`src/rtl/rdp_pkg.sv`:
```
package rdp_pkg;

   // How the word that carries the line-end marker leaves the buffer
   typedef enum logic [1:0] {
      END_NONE = 2'd0,
      END_GOOD = 2'd1,
      END_BAD  = 2'd2
   } line_end_e;

   // Bits needed to count 0..n
   function automatic int unsigned cnt_bits(input int unsigned n);
      return (n < 2) ? 1 : $clog2(n + 1);
   endfunction

endpackage

```
`src/rtl/rdp_byte_buf.sv`:
```
module rdp_byte_buf
   import rdp_pkg::*;
#(
   parameter int unsigned LANE_BYTES = 4,
   parameter int unsigned GRP_BYTES  = 5
) (
   input  logic                     clk,
   input  logic                     rst_n,
   input  logic                     in_valid,
   output logic                     in_ready,
   input  logic [LANE_BYTES*8-1:0]  in_data,
   input  logic                     in_last,
   output logic                     grp_valid,
   input  logic                     grp_ready,
   output logic [GRP_BYTES*8-1:0]   grp_data,
   output logic                     grp_last,
   output logic                     bad_line
);

   localparam int unsigned BUF_BYTES = LANE_BYTES + GRP_BYTES - 1;
   localparam int unsigned BUF_W     = BUF_BYTES * 8;
   localparam int unsigned CW        = cnt_bits(BUF_BYTES);
   localparam int unsigned SW        = CW + 3;

   localparam logic [CW-1:0] GRP_C  = CW'(GRP_BYTES);
   localparam logic [CW-1:0] LANE_C = CW'(LANE_BYTES);

   logic [BUF_W-1:0] buf_q, buf_n, kept, merged;
   logic [CW-1:0]    cnt_q, cnt_n, rem;
   logic             last_q, last_n, err_n, err_q;
   logic             emit, take;
   line_end_e        end_kind;

   assign grp_valid = (cnt_q >= GRP_C);
   assign grp_data  = buf_q[GRP_BYTES*8-1:0];
   assign grp_last  = last_q;
   assign bad_line  = err_q;

   assign emit     = grp_valid & grp_ready;
   assign rem      = emit ? (cnt_q - GRP_C) : cnt_q;
   assign kept     = emit ? (buf_q >> (GRP_BYTES*8)) : buf_q;
   assign in_ready = (rem < GRP_C);
   assign take     = in_valid & in_ready;
   assign merged   = kept | (BUF_W'(in_data) << SW'({rem, 3'b000}));

   always_comb begin
      if (!(take && in_last))            end_kind = END_NONE;
      else if ((rem + LANE_C) == GRP_C)  end_kind = END_GOOD;
      else                               end_kind = END_BAD;
   end

   always_comb begin
      buf_n  = kept;
      cnt_n  = rem;
      last_n = last_q & ~emit;
      err_n  = 1'b0;
      unique case (end_kind)
         END_GOOD: begin
            buf_n  = merged;
            cnt_n  = GRP_C;
            last_n = 1'b1;
         end
         END_BAD: begin
            buf_n  = '0;
            cnt_n  = '0;
            last_n = 1'b0;
            err_n  = 1'b1;
         end
         default: begin
            if (take) begin
               buf_n = merged;
               cnt_n = rem + LANE_C;
            end
         end
      endcase
   end

   always_ff @(posedge clk or negedge rst_n) begin
      if (!rst_n) begin
         buf_q  <= '0;
         cnt_q  <= '0;
         last_q <= 1'b0;
         err_q  <= 1'b0;
      end else begin
         buf_q  <= buf_n;
         cnt_q  <= cnt_n;
         last_q <= last_n;
         err_q  <= err_n;
      end
   end

endmodule

```
`src/rtl/rdp_grp_unpack.sv`:
```
module rdp_grp_unpack #(
   parameter int unsigned PIX_PER_GRP = 4,
   parameter int unsigned LSB_BITS    = 2
) (
   input  logic [(PIX_PER_GRP+1)*8-1:0]          grp_data,
   output logic [PIX_PER_GRP*(8+LSB_BITS)-1:0]   pix_data
);

   localparam int unsigned PIX_W   = 8 + LSB_BITS;
   localparam int unsigned LSB_OFS = PIX_PER_GRP * 8;

   for (genvar i = 0; i < PIX_PER_GRP; i++) begin : g_pix
      assign pix_data[i*PIX_W +: PIX_W] =
         {grp_data[i*8 +: 8], grp_data[LSB_OFS + i*LSB_BITS +: LSB_BITS]};
   end

endmodule

```
`src/rtl/raw10_depack.sv`:
```
module raw10_depack #(
   parameter int unsigned LANE_BYTES  = 4,
   parameter int unsigned PIX_PER_GRP = 4,
   parameter int unsigned LSB_BITS    = 2
) (
   input  logic                                  clk,
   input  logic                                  rst_n,
   input  logic                                  in_valid,
   output logic                                  in_ready,
   input  logic [LANE_BYTES*8-1:0]               in_data,
   input  logic                                  in_last,
   output logic                                  out_valid,
   input  logic                                  out_ready,
   output logic [PIX_PER_GRP*(8+LSB_BITS)-1:0]   out_data,
   output logic                                  out_last,
   output logic                                  line_err
);

   localparam int unsigned GRP_BYTES = PIX_PER_GRP + 1;
   localparam int unsigned OUT_W     = PIX_PER_GRP * (8 + LSB_BITS);

   if (PIX_PER_GRP * LSB_BITS != 8) begin : g_bad_lsb
      $error("low bits of one group must fill exactly one byte");
   end
   if (LANE_BYTES >= GRP_BYTES) begin : g_bad_lane
      $error("input word must be narrower than one group");
   end

   logic [GRP_BYTES*8-1:0] grp_data;

   rdp_byte_buf #(
      .LANE_BYTES (LANE_BYTES),
      .GRP_BYTES  (GRP_BYTES)
   ) u_buf (
      .clk       (clk),
      .rst_n     (rst_n),
      .in_valid  (in_valid),
      .in_ready  (in_ready),
      .in_data   (in_data),
      .in_last   (in_last),
      .grp_valid (out_valid),
      .grp_ready (out_ready),
      .grp_data  (grp_data),
      .grp_last  (out_last),
      .bad_line  (line_err)
   );

   rdp_grp_unpack #(
      .PIX_PER_GRP (PIX_PER_GRP),
      .LSB_BITS    (LSB_BITS)
   ) u_unpack (
      .grp_data (grp_data),
      .pix_data (out_data)
   );

endmodule

```
`config.mk`:
```
export PLATFORM = sky130hd
export DESIGN_NAME = raw10_depack
export DESIGN_NICKNAME = d
export VERILOG_FILES = /design/src/rtl/rdp_pkg.sv /design/src/rtl/rdp_byte_buf.sv /design/src/rtl/rdp_grp_unpack.sv /design/src/rtl/raw10_depack.sv
export SDC_FILE = /design/constraint.sdc
export NUM_CORES = 1
export LEC_CHECK = 0
export BUFFER_PORTS_ARGS = -buffer_cell sky130_fd_sc_hd__buf_2
export CORE_ASPECT_RATIO = 2
export CORE_MARGIN = 1.5
export CORE_UTILIZATION = 55
export DETAILED_ROUTE_END_ITERATION = 8
export PLACE_DENSITY = 0.87
export SETUP_SLACK_MARGIN = 0.02
export SYNTH_ARGS = -nofsm -noshare
export SYNTH_HDL_FRONTEND = slang
export SYNTH_HIERARCHICAL = 1
export SYNTH_SLANG_ARGS = --single-unit
```
`constraint.sdc`:
```
create_clock -name clk -period 7.3 [get_ports clk]
set_clock_uncertainty 0.15 [all_clocks]
set_input_delay 1.46 -clock clk [delete_from_list [all_inputs] [get_ports clk]]
set_output_delay 1.46 -clock clk [all_outputs]
set_load 0.1 [all_outputs]
```
Word-level counts from Yosys, hierarchy flattened
Index checks and enable logic that the tools add are counted.
Widths: inputs -> output; s select.
Word-level totals
  bits in registers: 70
  input bits: 37
  word-level logic and storage cells: 28
Cells by class
  add/subtract/negate cells: 2
  bitwise gates (word level): 5
  multiplexer cells: 10
  magnitude comparators: 2
  shifts and indexed selects: 1
  eq/ne operators: 3
  reductions and logical operators: 1
Operators with widths (number)
  $mux 64: 2
  $pmux 64 s2: 1
  $or 64x64->64: 1
  $shl 32x7->64: 1
  $mux 4: 2
  $pmux 4 s2: 1
  $add 4x3->4 const B: 1
  $eq 4x3->1 const B: 1
  $ge 4x3->1 const B: 1
  $lt 4x3->1 const B: 1
  $mux 2: 2
  $sub 4x3->4 const B: 1
  $and 1x1->1: 3
  $eq 2x1->1 const B: 1
  $eq 2x2->1 const B: 1
  $pmux 1 s2: 1
  $logic_and 1x1->1: 1
  $mux 1: 1
  $not 1->1: 1

Depth between registers and ports, before layout
Gate-level depths: netlist of the first run.
  word-level depth: 9
  mapped depth: 17
  depth with buffers taken out: 11

By module
The synthesis of the first run kept the hierarchy.
Modules (own cells, without submodules)
  rdp_byte_buf: times used 1, area each 5111.2 um^2, cells each 608
  rdp_grp_unpack: times used 1, area each 300.3 um^2, cells each 40

Worst setup path after synthesis of the first run
No wires, ideal clock.
  path type: input -> output
  start: input out_ready
  end: output in_ready
  setup slack: 2.205 ns
  cell stages on the path: 7
  data arrival time: 3.485 ns
  required time: 5.690 ns
  buffers on the path: 1
  path through: nor2b_1 > mux2_2 > clkbuf_1 > ha_1 > o21ai_0 > mux2_4 > and2_1
On the way
  longest elaborated chain between the ends: 3
Ends and longest elaborated chain
  from (decl): RTL line raw10_depack.sv:13  | input logic out_ready,
  $and 1x1->1: RTL line rdp_byte_buf.sv:39  | assign emit = grp_valid & grp_ready;
  $mux 4: RTL line rdp_byte_buf.sv:40  | assign rem = emit ? (cnt_q - GRP_C) : cnt_q;
  $lt 4x3->1: RTL line rdp_byte_buf.sv:42  | assign in_ready = (rem < GRP_C);
  to (decl): RTL line raw10_depack.sv:9  | output logic in_ready,
No other way between the ends.

Worst setup path after layout of the first run
  start: register u_buf.cnt_q[0]
  end: output in_ready
On the way
  longest elaborated chain between the ends: 4
  elaborated cells on any way between the ends: 5
  classes of those cells: add/sub: 1; order compare: 2; mux: 1; bitwise: 1
Ends and longest elaborated chain
  from (decl): RTL line rdp_byte_buf.sv:29  | logic [CW-1:0] cnt_q, cnt_n, rem;
  from (signal assigned): RTL line rdp_byte_buf.sv:86  | cnt_q <= cnt_n;
  $ge 4x3->1: RTL line rdp_byte_buf.sv:34  | assign grp_valid = (cnt_q >= GRP_C);
  $and 1x1->1: RTL line rdp_byte_buf.sv:39
  $mux 4 (*): RTL line rdp_byte_buf.sv:40
  $lt 4x3->1 (*): RTL line rdp_byte_buf.sv:42
Mark *: on every way between the ends. The rest lies on a longest branch, timed or not.

==> metrics.yaml, run 1 <==
antenna_found_initial: 0
cts_tree: "yes"
synth_top_area_frac: 0.324
dp_cells: 744
worstMarginPinSlew_ns: 1.18
synthAdderAreaFrac: 0.00925
drive_above_1_share: 0.196
ys_async_sr_fraction: 1.00
grt_max_degree: 71
pin_count: 81
postRouteAntennaNets: 0
wl_per_cell_um: 23.7
met3_usage: 0.0515
rows: 51
hold_viol: 0
port_buffers: 80
synth_top_family_by_area: "compound AO/OA/AOI/OAI gates"
dieArea_um2: 10500
drtIter0Drc: 599
end_kind: "output port"
dr.pass1.iters: 6
grt-busiest-layer: "met2"
drv_slew: 0
setup_tns_ns: 0
track_usage: 0.353
period_needed_ns: 5.42
numCtsBuffers: 9
via_count: 5188
dp_hpwl_um: 12700
placed_area_um2: 5260
synth_area_um2: 5410
max_freq_mhz: 185
required_ns: 5.69
use_met1: 0.404
crit_type: "flip-flop to output port"
core-area_um2: 9640
synth_seq_cells: 70
synth_xor_area_frac: 0.00671
dieWidth_um: 73.1
layout.nets: 664
critPathMaxFanout: 55
finalCritPeriodShare: 0.742
stdcell_area_um2: 5600
insertion_delay_ns: 0.34
ys_seq_area_frac: 0.324
finalWeightedCongestion: 0.967
setup_violations: 0
muxShareOfSynthArea: 0.0795
cts.path.max_buffers: 2
diodes: 0
yosysTopAreaCell: "dfrtp_1"
syn-num-nets: 689
area_delta_synth_final_pct: 3.49
cts_sinks: 70
synth_warnings: 6
syn_avg_cell_area_um2: 8.35
instances_no_fill: 760
maxSlewHeadroom: 0.210
status: "finished, final reports clean"
clkTransAtPathRegs_ns: 0.06
post_cts_buffers: 0
wl_um: 18000
multi_input_area_um2: 2850
netlist_instances: 648
rsz0062_at_grt: "no"
max-cap-violations: 0
synth-edff-count: 0
avgViaCountPerCell: 6.83
yosys.area_share.simple: 0.177
drcViolationCount: 0
grt_overflow: 0
first_global_vias: 5027
grt_pass1_wl_um: 27600
n_fill_cell: 859
synth_compound_area_frac: 0.252
yosysUniqueCellTypes: 66
start_util: 0.562
hold_class: "flip-flop to flip-flop"
worstPathArrival_ns: 3.81
layout.area.seq_um2: 1750
ys_top_cells_by_area: "dfrtp_1 (32%), buf_4 (11%), nand2_1 (9.2%)"
cts_root_buffer: "clkbuf_16"
hold_buffers: 0
cts_resized: 0
start_kind: "flip-flop"
die_h_um: 143
htreeDepth: 3
ys.flop_type: "dfrtp_1"
met2_usage: 0.565
## final cells by class
cell class | count | area share
Multi-Input combinational cell | 447 | 0.508
Tap cell | 132 | 0.0295
Clock buffer | 9 | 0.0402
Sequential cell | 70 | 0.313
Clock inverter | 7 | 0.0214
Timing Repair Buffer | 89 | 0.0836
Inverter | 6 | 0.00402
## metal layers
metal  up-vias  part of all wire
li1       2228                 -
met1      2488              0.34
met2       370              0.49
met3       102             0.076
met4         0             0.091
met5         -                 0
## final timing paths
kind | from | end | slack [ns] | depth (start not counted)
min reg2reg | u_buf/buf_q[37] | u_buf/buf_q[37] | 0.33 | 2
min in group asynchronous | rst_n | u_buf/buf_q[53] | 1.16 | 2
max in group asynchronous | rst_n | u_buf/buf_q[38] | 5.23 | 2
max | u_buf/cnt_q[0] | in_ready | 1.88 | 10
max reg2reg | u_buf/cnt_q[0] | u_buf/buf_q[13] | 2.49 | 12
min | u_buf/buf_q[37] | u_buf/buf_q[37] | 0.33 | 2
## synth_stat cells (3+ instances only)
master and count:
nor2_1 22, o211ai_1 3, and3_1 3, a221o_1 9, nand3_1 22, a22o_1 12, a22oi_1 4, buf_2 24
ha_1 4, o2bb2ai_1 3, a221oi_1 11, a32oi_1 3, mux2_2 4, a21oi_1 21, and2_1 11, a211o_1 6
o221ai_1 8, nor2b_1 4, o21ai_1 3, a21o_1 6, dfrtp_1 70, clkbuf_1 17, buf_4 81, nand2_1 132
o31ai_1 4, a31oi_1 25, nor3_1 4, nand2b_1 3, buf_1 3, a32o_1 5, mux2i_1 37, o22ai_1 15
inv_1 5, o21ai_0 22
## layout by cell type, fill, tap and decap left out, drive strengths merged, types with 4 or more instances in the layout
master    n
clkbuf    9
dfrtp    70
nand2   133
o22ai    15
nor2     23
o31ai     4
inv       6
mux2i    37
o221ai    9
a22oi     4
nor2b     4
a22o     12
a21boi    5
and2     11
a21oi    21
a21o      6
a221o     9
nor3      4
a31oi    25
nand3    22
a32o      5
ha        4
a211o     6
mux2      5
a221oi   11
buf      89
o21ai    27
## metrics by stage
| stage | setup slack (ns) | utilization | hold slack, ns |
|---|---|---|---|
| 2_1_floorplan | 2.20 | - | 0.293 |
| 3_3_place_gp | 2.22 | 0.545 | 0.313 |
| 3_5_place_dp | 2.15 | 0.545 | 0.325 |
| 4_1_cts | 1.96 | 0.581 | 0.339 |
| 5_1_grt | 1.75 | 0.581 | 0.359 |
| 6_report | 1.88 | 0.581 | 0.335 |
## worst max-delay path, cell delays in order (launching register included)
cell,delay [ns]
dfrtp_1,0.33
buf_4,0.47
clkinv_1,0.13
buf_4,0.26
ha_1,0.31
and2b_1,0.25
o21ai_4,0.16
buf_4,0.57
mux2_4,0.34
and2_1,0.14
buf_2,0.43
## kinds of logic after synthesis
| logic type | Yosys count |
|---|---|
| compound gates | 183 |
| xor+xnor | 2 |
| fa+ha+maj | 4 |
| buf+inv | 131 |
| flops | 70 |
| mux | 42 |
| simple gates | 216 |
## flip-flops by register name, summed over array words and instances (netlist names)
name,count
u_buf/bad_line,1
u_buf/cnt_q,4
u_buf/grp_last,1
u_buf/buf_q,64
Power of run 1 is not shown: default switching activity piles up to over one toggle a cycle in this logic, so the estimate is an artifact.
==> run 2, diff against run 1 <==
--- a/config.mk
+++ b/config.mk
@@ -5,12 +5,13 @@
 export SDC_FILE = /design/constraint.sdc
 export NUM_CORES = 1
 export LEC_CHECK = 0
+export ABC_AREA = 1
 export BUFFER_PORTS_ARGS = -buffer_cell sky130_fd_sc_hd__buf_2
 export CORE_ASPECT_RATIO = 2
 export CORE_MARGIN = 1.5
-export CORE_UTILIZATION = 55
+export CORE_UTILIZATION = 53
 export DETAILED_ROUTE_END_ITERATION = 8
-export PLACE_DENSITY = 0.87
+export PLACE_DENSITY = 0.88
 export SETUP_SLACK_MARGIN = 0.02
 export SYNTH_ARGS = -nofsm -noshare
 export SYNTH_HDL_FRONTEND = slang
==> constraint.sdc (replaced) <==
create_clock -name clk -period 4.9 [get_ports clk]
set_clock_uncertainty 0.15 [all_clocks]
set_input_delay 0.98 -clock clk [delete_from_list [all_inputs] [get_ports clk]]
set_output_delay 0.98 -clock clk [all_outputs]
set_load 0.1 [all_outputs]
==> run 2 against run 1 <==
  * The flow now finishes with violations (design-rule violations)
  * Area after synthesis down 1.7%
  * Wire length fell by 16%
  * Critical path depth grew 1
  * Register-to-register slack got worse by 1.3 ns
  * Via count decreased by 2.5%
==> metrics.yaml, run 2 <==
status: "finished with violations"
violations: "design-rule violations"
max_freq_mhz: 242
crit_chain: "inv_1 -> ha_1 -> nand2_1 -> nand2_2 -> nand2_4 -> nand2_4 -> nand2_2 -> nand2_4 -> nand2_2 -> a21oi_1 -> buf_2"
final_common_cell: "nand2_1"
post_cts_buffers: 0
instances_no_fill: 909
port_buffers: 80
timing.hold.ws_ns: 0.314
synth-edff-count: 0
avgViaCountPerCell: 5.57
ys_top_cells_by_area: "dfrtp_1 (33%), nand2_1 (24%), buf_4 (12%)"
htreeDepth: 3
largestRegisters: "u_buf/buf_q (64), u_buf/cnt_q (4)"
yosysTopAreaCell: "dfrtp_1"
worst-path-buf-inv: 2
ys.flop_type: "dfrtp_1"
min_delay_path_depth: 2
dp_cells: 894
finalWeightedCongestion: 1.01
start_kind: "flip-flop"
critPathMaxFanout: 45
grt-busiest-layer: "met2"
largest_reg_flops: 64
drtIter0Drc: 551
ys_seq_area_frac: 0.329
met2_usage: 0.487
end_kind: "output port"
worstMarginPinSlew_ns: 1.02
hold_class: "flip-flop to flip-flop"
die_h_um: 145
syn-num-nets: 835
n_fill_cell: 946
rows: 51
wl_per_cell_um: 16.6
worstPathArrival_ns: 2.99
cts_root_buffer: "clkbuf_16"
r2r_slack_ns: 1.24
rsz0062_at_grt: "no"
grt_overflow: 0
use_met1: 0.338
crit_type: "flip-flop to output port"
drv_slew: 0
syn_avg_cell_area_um2: 6.70
crit_family: "simple AND/OR/NAND/NOR gates"
wl_um: 15100
required_ns: 3.77
core-area_um2: 9760
cts_resized: 0
setup_tns_ns: 0
critPathSlowestCell: "buf_2"
postRouteAntennaNets: 0
synth_area_um2: 5320
insertion_delay_ns: 0.34
finalCritPeriodShare: 0.842
r2r_end: "u_buf/buf_q[61]"
crit_path_max_incr_delay_ns: 0.47
synth_common_cells: "nand2_1 (342), buf_4 (85), dfrtp_1 (70)"
synth_top_area_frac: 0.329
drcViolationCount: 1
via_count: 5060
synth_most_common_cell: "nand2_1"
dr.pass1.iters: 9
r2r_start: "u_buf/cnt_q[1]"
layout.nets: 814
pin_count: 81
numCtsBuffers: 9
dieWidth_um: 73.8
dieArea_um2: 10700
r2r_cells: 16
setup_violations: 0
synth_warnings: 6
ys_async_sr_fraction: 1.00
maxSlewHeadroom: 0.319
hold_buffers: 0
grt_max_degree: 46
diodes: 0
max-cap-violations: 0
clkTransAtPathRegs_ns: 0.05
period_needed_ns: 4.12
drive_above_1_share: 0.167
grt_pass1_wl_um: 23900
hold_viol: 0
top_register: "u_buf/buf_q"
cts_tree: "yes"
area_delta_synth_final_pct: 2.56
dp_hpwl_um: 10400
yosysUniqueCellTypes: 30
min_from: "u_buf/buf_q[33]"
synth_seq_cells: 70
track_usage: 0.301
setup_ws_ns: 0.775
final_cell_mix: "nand2_1 (342), buf_2 (80), dfrtp_1 (70)"
post-place-ws_ns: 0.873
start_util: 0.545
cts.path.max_buffers: 2
first_global_vias: 4835
cts_sinks: 70
netlist_instances: 794
path_depth: 11
hold_end: "u_buf/buf_q[33]"
antenna_found_initial: 0
met3_usage: 0.0568
[run 2: changes by cell type after synthesis, moves of 9 or more]
cell      change
mux2i_1      -26
a21oi_1      -10
nand3_1      +21
o22ai_1      -15
nand4_1      +27
a221oi_1     -11
and2_1       -11
a221o_1       -9
o21ai_0      +13
a22o_1       -12
nand2_1     +210
inv_1        +51
a31oi_1      -25
[run 2: tightest hold or removal path: stages, from the launching register on]
cell,delay [ns]
dfrtp_1,0.34
nand2_1,0.05
nand2_1,0.05
[run 2: logic make-up (layout without fill, tap and decap cells)]
group | Yosys count | after routing | share of synthesized area
flops | 70 | 70 | 0.329
fa+ha+maj | 4 | 4 | 0.00941
mux | 11 | 11 | 0.0207
xor+xnor | 1 | 1 | 0.00165
buf+inv | 180 | 163 | 0.199
compound gates | 59 | 59 | 0.0595
simple gates | 469 | 469 | 0.380
[run 2: layout make-up]
cell class              count  area (um^2)  share of cell area
well taps                 132          165              0.0303
inverters                  60          225              0.0413
multi-input cells         544         2510               0.460
clock inverters             5          106              0.0195
flip-flops and latches     70         1750               0.321
clock buffers              10          239              0.0438
repair buffers             88          460              0.0844
[run 2: per-layer routing]
metal | share of wire | vias up
met5 | 0 | -
li1 | - | 2368
met4 | 0.080 | 0
met1 | 0.35 | 2318
met2 | 0.49 | 296
met3 | 0.077 | 78
[run 2: how the worst max path moves through the flow]
stage,from,end
global placement,out_ready,in_ready
finish,u_buf/cnt_q[1],in_ready
CTS,u_buf/cnt_q[1],in_ready
floorplan,out_ready,in_ready
global route,u_buf/cnt_q[0],in_ready
detailed placement,out_ready,in_ready
[run 2: metrics by stage]
| step | instance area, um^2 | utilization |
|---|---|---|
| 2_1_floorplan | 5320 | - |
| 3_3_place_gp | 5110 | 0.523 |
| 3_5_place_dp | 5110 | 0.523 |
| 4_1_cts | 5450 | 0.559 |
| 5_1_grt | 5450 | 0.559 |
| 6_report | 5450 | 0.559 |
Power of run 2 is left out for the same reason.
==> run 3, diff against run 2 <==
--- a/config.mk
+++ b/config.mk
@@ -5,7 +5,7 @@
 export SDC_FILE = /design/constraint.sdc
 export NUM_CORES = 1
 export LEC_CHECK = 0
-export ABC_AREA = 1
+export ABC_AREA = 0
 export BUFFER_PORTS_ARGS = -buffer_cell sky130_fd_sc_hd__buf_2
 export CORE_ASPECT_RATIO = 2
 export CORE_MARGIN = 1.5
==> constraint.sdc (replaced) <==
create_clock -name clk -period 3.4 [get_ports clk]
set_clock_uncertainty 0.15 [all_clocks]
set_input_delay 0.68 -clock clk [delete_from_list [all_inputs] [get_ports clk]]
set_output_delay 0.68 -clock clk [all_outputs]
set_load 0.1 [all_outputs]
==> run 3 against run 2 <==
  * The flow now finishes without violations
  * Largest cell class unchanged
  * Non-clock buffer count rose by 33
  * Worst hold slack improved by 0.019 ns
  * First-iteration DRC count rose by 16%
  * Core utilization rose by 3.0 points
  * Sequential share of layout area fell by 2.4 points
  * Sequential cell count did not move
  * Critical path depth fell by 2
  * Global-route usage rose by 5.3 points
  * Register-to-register slack got worse by 0.96 ns
==> metrics.yaml, run 3 (synthesized netlist as in run 1, its figures left out) <==
hold_buffers: 0
drv_slew: 0
htreeDepth: 3
area_delta_synth_final_pct: 8.99
multi_input_area_um2: 2880
largestRegisters: "u_buf/buf_q (64), u_buf/cnt_q (4)"
crit_chain: "ha_2 -> nand2b_1 -> and3_1 -> nor2_2 -> ha_1 -> o21ai_0 -> mux2_4 -> and2_4 -> buf_12"
critPathMaxFanout: 7
insertion_delay_ns: 0.33
layout.nets: 696
drive_above_1_share: 0.248
postRouteAntennaNets: 0
cts.path.max_buffers: 2
status: "finished, final reports clean"
period_needed_ns: 3.30
setup_tns_ns: 0
drtIter0Drc: 640
finalCritPeriodShare: 0.972
dr.pass1.iters: 5
wl_um: 18800
max_freq_mhz: 303
worst-path-buf-inv: 1
n_fill_cell: 946
drcViolationCount: 0
grt_max_degree: 71
diodes: 0
finalWeightedCongestion: 0.976
rows: 52
numCtsBuffers: 9
start_util: 0.540
rsz0062_at_grt: "no"
start_kind: "flip-flop"
timing.hold.ws_ns: 0.333
antenna_found_initial: 0
port_buffers: 80
crit_path_max_incr_delay_ns: 0.47
end_kind: "output port"
grt_pass1_wl_um: 28800
clkTransAtPathRegs_ns: 0.06
max-cap-violations: 0
cts_tree: "yes"
cts_sinks: 70
placed_area_um2: 5540
crit_type: "flip-flop to output port"
min_delay_path_depth: 2
worstMarginPinSlew_ns: 0.893
layout.area.seq_um2: 1750
final_cell_mix: "nand2_1 (132), buf_2 (78), dfrtp_1 (68)"
crit_family: "simple AND/OR/NAND/NOR gates"
critPathSlowestCell: "dfrtp_2"
via_count: 5287
setup_violations: 0
dp_hpwl_um: 13800
largest_reg_flops: 64
first_global_vias: 5242
cts_root_buffer: "clkbuf_16"
track_usage: 0.354
stdcell_area_um2: 5900
worstPathArrival_ns: 2.47
dieArea_um2: 10900
maxSlewHeadroom: 0.405
hold_viol: 0
core-area_um2: 10000
wl_per_cell_um: 23.6
avgViaCountPerCell: 6.65
die_h_um: 146
dieWidth_um: 74.5
grt_overflow: 0
required_ns: 2.57
pin_count: 81
final_common_cell: "nand2_1"
path_depth: 9
hold_class: "flip-flop to flip-flop"
top_register: "u_buf/buf_q"
r2r_cells: 9
run 3: what timing repair did:
item                       CTS  global route
setup endpoints to repair    1             1
buffers inserted             0             3
resized for setup            1             3
run 3: stage by stage:
step                instances  utilization  setup slack, ns
floorplan                 648            -           0.0262
global placement          776        0.552            0.290
detailed placement        776        0.552            0.186
CTS                       792        0.586           0.0358
global route              795        0.589           0.0224
finish                    795        0.589           0.0956
run 3: final timing paths:
kind,from,slack (ns),end
max,u_buf/cnt_q[0],0.1,in_ready
min,u_buf/buf_q[52],0.33,u_buf/buf_q[52]
max reg2reg,u_buf/cnt_q[1],0.28,u_buf/buf_q[61]
min reg2reg,u_buf/buf_q[52],0.33,u_buf/buf_q[52]
max in group asynchronous,rst_n,2.05,u_buf/cnt_q[0]
min in group asynchronous,rst_n,0.38,u_buf/buf_q[30]
run 3: routing by layer:
layer  part of all wire  global-route usage
met5                  0                   0
met4              0.080               0.250
met3              0.074              0.0540
met2               0.49               0.573
met1               0.36               0.411
run 3: layout make-up:
class / count / share of cell area
inverter: 6 / 0.00467
multi-input combinational: 447 / 0.488
clock buffer: 10 / 0.0405
tap: 135 / 0.0286
timing repair buffer: 121 / 0.125
sequential: 70 / 0.297
clock inverter: 6 / 0.0157
run 3: worst reg2reg max path: stages (launching register included):
cell,delay [ns]
dfrtp_1,0.37
inv_1,0.14
ha_2,0.22
and2b_1,0.24
o21ai_4,0.39
buf_4,0.36
nand2_1,0.37
o2111ai_1,0.32
o31a_1,0.32
o21ai_0,0.12
Power of run 3 is left out for the same reason.
